--- src/rtl/ebb_pkg.sv ---
package ebb_pkg;
  typedef enum logic [1:0] {
    HS_IDLE = 2'd0,
    HS_HOLD = 2'd1,
    HS_RDY  = 2'd2
  } hs_state_e;

  localparam int          IDX_W    = 8;
  localparam logic [7:0]  IDX_ID   = 8'd0;
  localparam logic [7:0]  IDX_RSTC = 8'd1;
  localparam logic [7:0]  IDX_PCTL = 8'd2;
  localparam logic [7:0]  IDX_PC0  = 8'd3;
  localparam logic [7:0]  N_LOCAL  = 8'd5;
endpackage

--- src/rtl/ebb_sync_edge.sv ---
module ebb_sync_edge #(
  parameter int STAGES = 2
) (
  input  logic clk,
  input  logic rst_n,
  input  logic async_i,
  output logic level_o,
  output logic rise_o
);
  logic [STAGES:0] sh_q;

  always_ff @(posedge clk or negedge rst_n) begin
    if (!rst_n) sh_q <= '0;
    else        sh_q <= {sh_q[STAGES-1:0], async_i};
  end

  assign level_o = sh_q[STAGES-1];
  assign rise_o  = sh_q[STAGES-1] & ~sh_q[STAGES];
endmodule

--- src/rtl/ebb_perf_ctr.sv ---
module ebb_perf_ctr #(
  parameter int W    = 32,
  parameter int NEV  = 8,
  parameter int SELW = $clog2(NEV)
) (
  input  logic            clk,
  input  logic            rst_n,
  input  logic            en,
  input  logic [SELW-1:0] sel,
  input  logic [NEV-1:0]  events,
  input  logic            ld,
  input  logic [W-1:0]    ld_val,
  output logic [W-1:0]    cnt
);
  logic [W-1:0] cnt_d;
  logic         cnt_ce;

  always_comb begin
    cnt_ce = 1'b0;
    cnt_d  = cnt;
    if (ld) begin
      cnt_ce = 1'b1;
      cnt_d  = ld_val;
    end else if (en && events[sel]) begin
      cnt_ce = 1'b1;
      cnt_d  = cnt + 1'b1;
    end
  end

  always_ff @(posedge clk or negedge rst_n) begin
    if (!rst_n)      cnt <= '0;
    else if (cnt_ce) cnt <= cnt_d;
  end
endmodule

--- src/rtl/ebb_byte_bridge.sv ---
module ebb_byte_bridge
  import ebb_pkg::*;
#(
  parameter int          NEV    = 8,
  parameter logic [15:0] ID_CODE = 16'h1F3A,
  parameter logic [7:0]  ID_IMPL = 8'h21,
  parameter logic [3:0]  ID_VER  = 4'h2,
  parameter logic [3:0]  ID_PRTS = 4'h3
) (
  input  logic              clk,
  input  logic              rst_n,
  input  logic              hb_sel,
  input  logic              hb_rd,
  input  logic              hb_wr,
  input  logic [2:0]        hb_addr,
  input  logic [7:0]        hb_din,
  output logic [7:0]        hb_dout,
  output logic              hb_oe,
  output logic              hb_rdy,
  output logic [31:0]       rst_ctrl,
  input  logic [NEV-1:0]    evt,
  output logic [IDX_W-1:0]  rp_idx,
  output logic              rp_we,
  output logic [31:0]       rp_wdata,
  input  logic [31:0]       rp_rdata
);
  localparam int SELW  = $clog2(NEV);
  localparam int NCTR  = 2;

  // reset: asserted asynchronously, released on the clock
  logic [1:0] rs_q;
  logic       rst_q_n;
  always_ff @(posedge clk or negedge rst_n) begin
    if (!rst_n) rs_q <= 2'b00;
    else        rs_q <= {rs_q[0], 1'b1};
  end
  assign rst_q_n = rs_q[1];

  logic rd_lvl, rd_rise, wr_lvl, wr_rise;
  ebb_sync_edge #(.STAGES(2)) u_rd_sync (
    .clk(clk), .rst_n(rst_q_n), .async_i(hb_sel & hb_rd),
    .level_o(rd_lvl), .rise_o(rd_rise));
  ebb_sync_edge #(.STAGES(2)) u_wr_sync (
    .clk(clk), .rst_n(rst_q_n), .async_i(hb_sel & hb_wr),
    .level_o(wr_lvl), .rise_o(wr_rise));

  hs_state_e         st_q, st_d;
  logic [IDX_W-1:0]  idx_q, idx_d;
  logic [23:0]       stage_q, stage_d;
  logic [31:0]       snap_q, snap_d;
  logic [7:0]        dout_q, dout_d;
  logic [31:0]       rstc_q, pctl_q;
  logic              rp_we_q;
  logic [31:0]       rp_wdata_q;
  logic [31:0]       cnt [NCTR];
  logic [31:0]       cur_word, commit_word;
  logic              go_rd, go_wr, commit, win;
  logic [1:0]        lane;

  assign win         = hb_addr[2];
  assign lane        = hb_addr[1:0];
  assign go_rd       = (st_q == HS_IDLE) && rd_rise;
  assign go_wr       = (st_q == HS_IDLE) && wr_rise && !rd_rise;
  assign commit      = go_wr && win && (lane == 2'd3);
  assign commit_word = {hb_din, stage_q};

  always_comb begin
    case (idx_q)
      IDX_ID:   cur_word = {ID_CODE, ID_IMPL, ID_VER, ID_PRTS};
      IDX_RSTC: cur_word = rstc_q;
      IDX_PCTL: cur_word = pctl_q;
      IDX_PC0:  cur_word = cnt[0];
      IDX_PC0 + 8'd1: cur_word = cnt[1];
      default:  cur_word = rp_rdata;
    endcase
  end

  // handshake sequencing
  always_comb begin
    st_d = st_q;
    case (st_q)
      HS_IDLE: if (go_rd || go_wr)     st_d = HS_HOLD;
      HS_HOLD:                         st_d = HS_RDY;
      HS_RDY:  if (!rd_lvl && !wr_lvl) st_d = HS_IDLE;
      default:                         st_d = HS_IDLE;
    endcase
  end

  // byte steering
  always_comb begin
    idx_d   = idx_q;
    stage_d = stage_q;
    snap_d  = snap_q;
    dout_d  = dout_q;
    if (go_wr) begin
      if (!win) idx_d = hb_din;
      else begin
        case (lane)
          2'd0:    stage_d[7:0]   = hb_din;
          2'd1:    stage_d[15:8]  = hb_din;
          2'd2:    stage_d[23:16] = hb_din;
          default: stage_d        = stage_q;
        endcase
      end
    end
    if (go_rd) begin
      if (!win)              dout_d = idx_q;
      else if (lane == 2'd0) begin
        snap_d = cur_word;
        dout_d = cur_word[7:0];
      end else               dout_d = snap_q[{lane, 3'b000} +: 8];
    end
  end

  always_ff @(posedge clk or negedge rst_q_n) begin
    if (!rst_q_n) begin
      st_q       <= HS_IDLE;
      idx_q      <= '0;
      stage_q    <= '0;
      snap_q     <= '0;
      dout_q     <= '0;
      rstc_q     <= '0;
      pctl_q     <= '0;
      rp_we_q    <= 1'b0;
      rp_wdata_q <= '0;
    end else begin
      st_q    <= st_d;
      idx_q   <= idx_d;
      stage_q <= stage_d;
      snap_q  <= snap_d;
      dout_q  <= dout_d;
      rp_we_q <= commit && (idx_q >= N_LOCAL);
      if (commit && idx_q == IDX_RSTC) rstc_q     <= commit_word;
      if (commit && idx_q == IDX_PCTL) pctl_q     <= commit_word;
      if (commit)                      rp_wdata_q <= commit_word;
    end
  end

  for (genvar i = 0; i < NCTR; i++) begin : g_ctr
    ebb_perf_ctr #(.W(32), .NEV(NEV), .SELW(SELW)) u_ctr (
      .clk    (clk),
      .rst_n  (rst_q_n),
      .en     (pctl_q[8*i+7]),
      .sel    (pctl_q[8*i +: SELW]),
      .events (evt),
      .ld     (commit && (idx_q == IDX_PC0 + 8'(i))),
      .ld_val (commit_word),
      .cnt    (cnt[i])
    );
  end

  assign hb_dout  = dout_q;
  assign hb_oe    = hb_sel & hb_rd;
  assign hb_rdy   = (st_q == HS_RDY);
  assign rst_ctrl = rstc_q;
  assign rp_idx   = idx_q;
  assign rp_we    = rp_we_q;
  assign rp_wdata = rp_wdata_q;
endmodule

--- config.mk ---
export PLATFORM = sky130hd
export DESIGN_NAME = ebb_byte_bridge
export DESIGN_NICKNAME = d
export VERILOG_FILES = /design/src/rtl/ebb_pkg.sv /design/src/rtl/ebb_sync_edge.sv /design/src/rtl/ebb_perf_ctr.sv /design/src/rtl/ebb_byte_bridge.sv
export SDC_FILE = /design/constraint.sdc
export NUM_CORES = 1
export LEC_CHECK = 0
export BUFFER_PORTS_ARGS = -buffer_cell sky130_fd_sc_hd__buf_2
export CORE_ASPECT_RATIO = 1.2
export CORE_UTILIZATION = 55
export CTS_BUF_LIST = sky130_fd_sc_hd__clkbuf_8
export CTS_CLUSTER_SIZE = 25
export DETAILED_ROUTE_END_ITERATION = 10
export PLACE_DENSITY = 0.76
export SLEW_MARGIN = 40
export SYNTH_ARGS = -nofsm -noshare
export SYNTH_HDL_FRONTEND = slang
export SYNTH_SLANG_ARGS = --single-unit
export TNS_END_PERCENT = 5
--- constraint.sdc ---
create_clock -name clk -period 22.8 [get_ports clk]
set_clock_uncertainty 0.15 [all_clocks]
set_input_delay 4.56 -clock clk [delete_from_list [all_inputs] [get_ports clk]]
set_output_delay 4.56 -clock clk [all_outputs]
set_load 0.03 [all_outputs]
; ---- Yosys cells after proc, flatten, opt, wreduce, memory -nomap -nowiden
; Cells that the tools add are included.
; W data, S select, Z words.
[word_totals]
regBits = 243
in_bits = 56
output_inout_bits = 83
elab_cells = 88
[op_classes]
add_sub_neg = 2
order_cmp = 3
eq_ne = 11
shift = 1
mux = 18
bitwise = 7
n_reduce_logical = 30
[op_table]
columns = op, count
row1 = $pmux W32 S5, 1
row2 = $mux W32, 4
row3 = $add A32 B1 Y32 const B, 2
row4 = $shiftx A32 B6 Y8, 1
row5 = $eq A8 B2 Y1 const B, 2
row6 = $mux W8, 2
row7 = $logic_and A1 B1 Y1, 13
row8 = $reduce_and A3 Y1, 4
row9 = $eq A8 B1 Y1 const B, 1
row10 = $eq A8 B3 Y1 const B, 1
row11 = $ge A8 B3 Y1 const B, 1
row12 = $logic_not A8 Y1, 1
row13 = $lt A3 B4 Y1 const B, 2
row14 = $reduce_and A2 Y1, 4
row15 = $bmux W1 S3, 2
row16 = $eq A2 B2 Y1 const B, 3
row17 = $mux W1, 6
row18 = $pmux W2 S3, 1
row19 = $and A1 B1 Y1, 4
row20 = $eq A2 B1 Y1 const B, 2
row21 = $logic_not A2 Y1, 2
row22 = $mux W2, 2
row23 = $ne A2 B1 Y1 const B, 2
row24 = $reduce_bool A2 Y1, 2
row25 = 3 further kinds, 7

; ---- Logic depth before layout (Yosys ltp)
[depth]
depth_word = 9
ltp_mapped = 8
ltp_nobuf = 7

; ---- Modules after synthesis
; A second synthesis with hierarchy kept.
[hier_totals]
cells_unflattened = 1145
hier_area_um2 = 12433.2
[modules_own_cells]
columns = mod, instances, cells_per_inst, area_each_um2
row1 = ebb_byte_bridge, 1, 641, 7916.3
row2 = ebb_perf_ctr, 2, 248, 2169.6
row3 = ebb_sync_edge, 2, 4, 88.8

; ---- Least setup slack after synthesis
; Ideal clock, no wire load.
[synth_path]
kind = input-to-output
startpoint = input port hb_sel
endpoint = output port hb_oe
arrival_ps = 4854
t_required_ps = 18090
path_slack_ps = 13236
stages = 1
n_path_buf = 0
path_cell_list = and2_1
[synth_between]
elab_chain_cells = 1
[synth_lines]
columns = element, line
row1 = "start, declared", ebb_byte_bridge.sv:12  ; input logic hb_sel,
row2 = $and A1 B1 Y1, ebb_byte_bridge.sv:153  ; assign hb_oe = hb_sel & hb_rd;
row3 = "end, declared", ebb_byte_bridge.sv:18  ; output logic hb_oe,
; No other way between the ends.

; ---- Worst setup path in the final report
; Same ends and word-level chain as after synthesis.

==> reports/qor.yml <==
run_status:
  status: "complete, no violations"
sta:
  rsz0062_at_grt: "false"
  fmax_mhz: 103
  tns_ns: 0
  fin_ws_ns: 13.09
  hold_viol: 0
  final.min_clock_period_ns: 9.71
  holdWs_ns: 0.0134
  drv_slew: 0
  tightest_slew_ns: 0.923
  slew_headroom_pct: 38.3
  period_share_pct: 42.6
  setup_viol: 0
clocking:
  cts_buffers: 39
  cts_resized: 0
  cts_max_path_buffers: 3
  cts_root_buf: "clkbuf_8"
  worstSkewPairLatency_ns: 0.53
  postCtsHoldBufs: 0
  cts_tree: "yes"
  path_clk_slew_ns: 0.06
  cts_max_level: 2
  cts_sinks: 235
  cts_setup_buffers: 0
synthesis:
  synth_top_family_by_area: "multiplexers"
  synth_cell_type_count: 54
  yosysSeqAreaShare_pct: 50.4
  syn-cell-area_mm2: 0.0117
  synth_fp_nets: 1151
  muxShareOfSynthArea_pct: 16.1
  synth_top_cell_area_share_pct: 50.4
  synthAdderAreaFrac_pct: 0.215
  synth.ff_latch_count: 235
  synth-main-ff-cell: "dfrtp_1"
  syn_area_per_cell_um2: 10.7
  synth_simple_gate_area_share_pct: 13.7
  synth_compound_gate_area_share_pct: 11.8
  synth_edf_count: 0
  async_reset_ff_share_pct: 100
  ys_warn_count: 0
  yosys-top-cells-area: "dfrtp_1, mux2_2, mux2_4"
  synth_cells: 1093
  synth_largest_area_cell: "dfrtp_1"
  synthXorXnorAreaFrac_pct: 4.51
routing:
  wl_per_cell_um: 21.8
  via_per_inst: 6.08
  postRouteAntennaNets: 0
  post-route-drc-count: 0
  firstDrtPassIters: 5
  num_vias: 9181
  drt-initial-drc-count: 845
  drt-total-wl_um: 32900
critical_path:
  cp_max_fo: 2
  critPathSlowestCell: "buf_2"
  crit-reg2reg-launch: "rp_idx[0]"
  cp-end-kind: "output pin"
  crit_buf_inv: 2
  crit_type: "in2out"
  ff2ff_path_depth: 6
  cp.arrival_ns: 5.00
  start_kind: "primary input"
  crit_family: "buffers and inverters"
  crit_chain: "buf_2 > and2_1 > buf_2"
  cp_common_cell: "buf_2"
  r2r_end: "rst_ctrl[23]"
  slowest_delay_ns: 0.18
  ff2ff_setup_slack_ns: 18.55
  worstPathRequired_ns: 18.09
final_layout:
  area_growth_pct: 14.1
  multi_input_area_mm2: 0.00544
  drive_above_1_share_pct: 29.0
  final_nets: 1270
  nFillCells: 1708
  seqCellArea_mm2: 0.00589
  layout.cells.non_filler: 1510
placed_design:
  dp_cells: 1440
  portBuffers: 138
  place_ws_ns: 13.09
  detailed_place_hpwl_um: 21800
  place_congestion: 0.869
global_route:
  globalRouteOverflowTotal: 0
  grt_pass1_vias: 9045
  grt_first_pass_wirelength_um: 50800
  grt_util_all_layers_pct: 31.0
  grt_max_degree: 85
  antenna_found_initial: 0
floorplanning:
  die_w_um: 135
  start_util_pct: 55.8
  die_area_mm2: 0.0218
  io_pins: 139
  core.rowCount: 58
  coreArea_mm2: 0.0209
  die_y_um: 162
power:
  powerDensity_mw_per_mm2: 86.3
  p_total_uw: 1150
  power_leakage_uw: 0.00634
  vdd_drop_max_mv: 0.0715
job:
  drv_cap: 0
worst_hold_path:
  hold_path.class: "reg2async"
==> cells in the final DEF, fill, tap and decap left out, types with 17 or more instances in the layout <==
cell      netlist  final
xnor2_1        43     43
a221oi_1       19     19
nand3_1        28     28
nand2_1       117    116
inv_1          17     30
mux2_2        104    104
nor2b_1        21     20
xor2_1         17     17
nand2b_1       19     18
buf_2           8    138
o21ai_0        88     88
mux2i_1        26     26
a21oi_1        45     45
clkbuf_8        0     51
mux2_4         30     30
nor2_1         55     54
dfrtp_1       235    233
==> area by class of cell <==
| class | count | area share (%) |
|---|---|---|
| Clock buffer | 50 | 5.17 |
| Tap cell | 270 | 2.54 |
| Antenna cell | 1 | 0.0188 |
| Inverter | 17 | 0.479 |
| Multi-Input combinational cell | 768 | 40.8 |
| Clock inverter | 18 | 0.555 |
| Sequential cell | 235 | 44.2 |
| Timing Repair Buffer | 151 | 6.19 |
==> worst max-delay path by stage <==
stage / endpoint / slack, ns / cells past startpoint / start
final: hb_oe / 13.09 / 3 / hb_sel
after global routing: hb_oe / 13.07 / 3 / hb_sel
after CTS: hb_oe / 13.09 / 3 / hb_sel
after detailed placement: hb_oe / 13.09 / 3 / hb_sel
after global placement: hb_oe / 13.11 / 3 / hb_sel
after floorplan: hb_oe / 13.24 / 1 / hb_sel
==> logic make-up (layout without fill, tap and decap cells) <==
group           count (synthesis)  after routing
fa+ha+maj                       2              2
simple gates                  323            323
mux                           160            160
compound gates                222            222
xor+xnor                       60             60
other cells                     1              2
flops                         235            235
buf+inv                        90            236
==> per-stage QoR <==
step	instance area, um^2	util (%)
finish	13300	63.7
global route	13300	63.7
CTS	13300	63.5
detailed placement	12500	59.8
global placement	12500	59.7
floorplan	11700	-
==> where the power goes <==
part	total, uW	internal [uW]	switching (uW)
clock network	362	196	166
registers	517	467	49.7
logic	269	94.5	174
==> cell usage after synthesis (15+ instances only) <==
library cell    n
o21ai_0        88
nor2b_1        21
nand2_1       117
mux2_4         30
clkbuf_1       45
buf_1          15
inv_1          17
mux2_2        104
xor2_1         17
mux2i_1        26
xnor2_1        43
nand4_1        16
dfrtp_1       235
nand3_1        28
nor3_1         15
a21oi_1        45
nor2_1         55
nand2b_1       19
a221oi_1       19
==> per-layer routing <==
| metal | part of all wire (%) | GRT usage (%) | vias up |
|---|---|---|---|
| li1 | - | - | 4137 |
| met1 | 40 | 39.9 | 4521 |
| met4 | 5.3 | 16.0 | 0 |
| met2 | 47 | 49.5 | 400 |
| met3 | 7.6 | 6.50 | 123 |
| met5 | 0 | 0 | - |
==> sequential cells by signal, indices dropped and copies added (netlist names) <==
name,cells
rp_we,1
rp_idx,8
st_q,2
u_wr_sync.sh_q,3
u_rd_sync.sh_q,3
rst_ctrl,32
pctl_q,32
rs_q,2
hb_dout,8
rp_wdata,32
stage_q,24
snap_q,24
g_ctr.u_ctr.cnt,64
No activity file was read; power rests on OpenSTA's default activity.
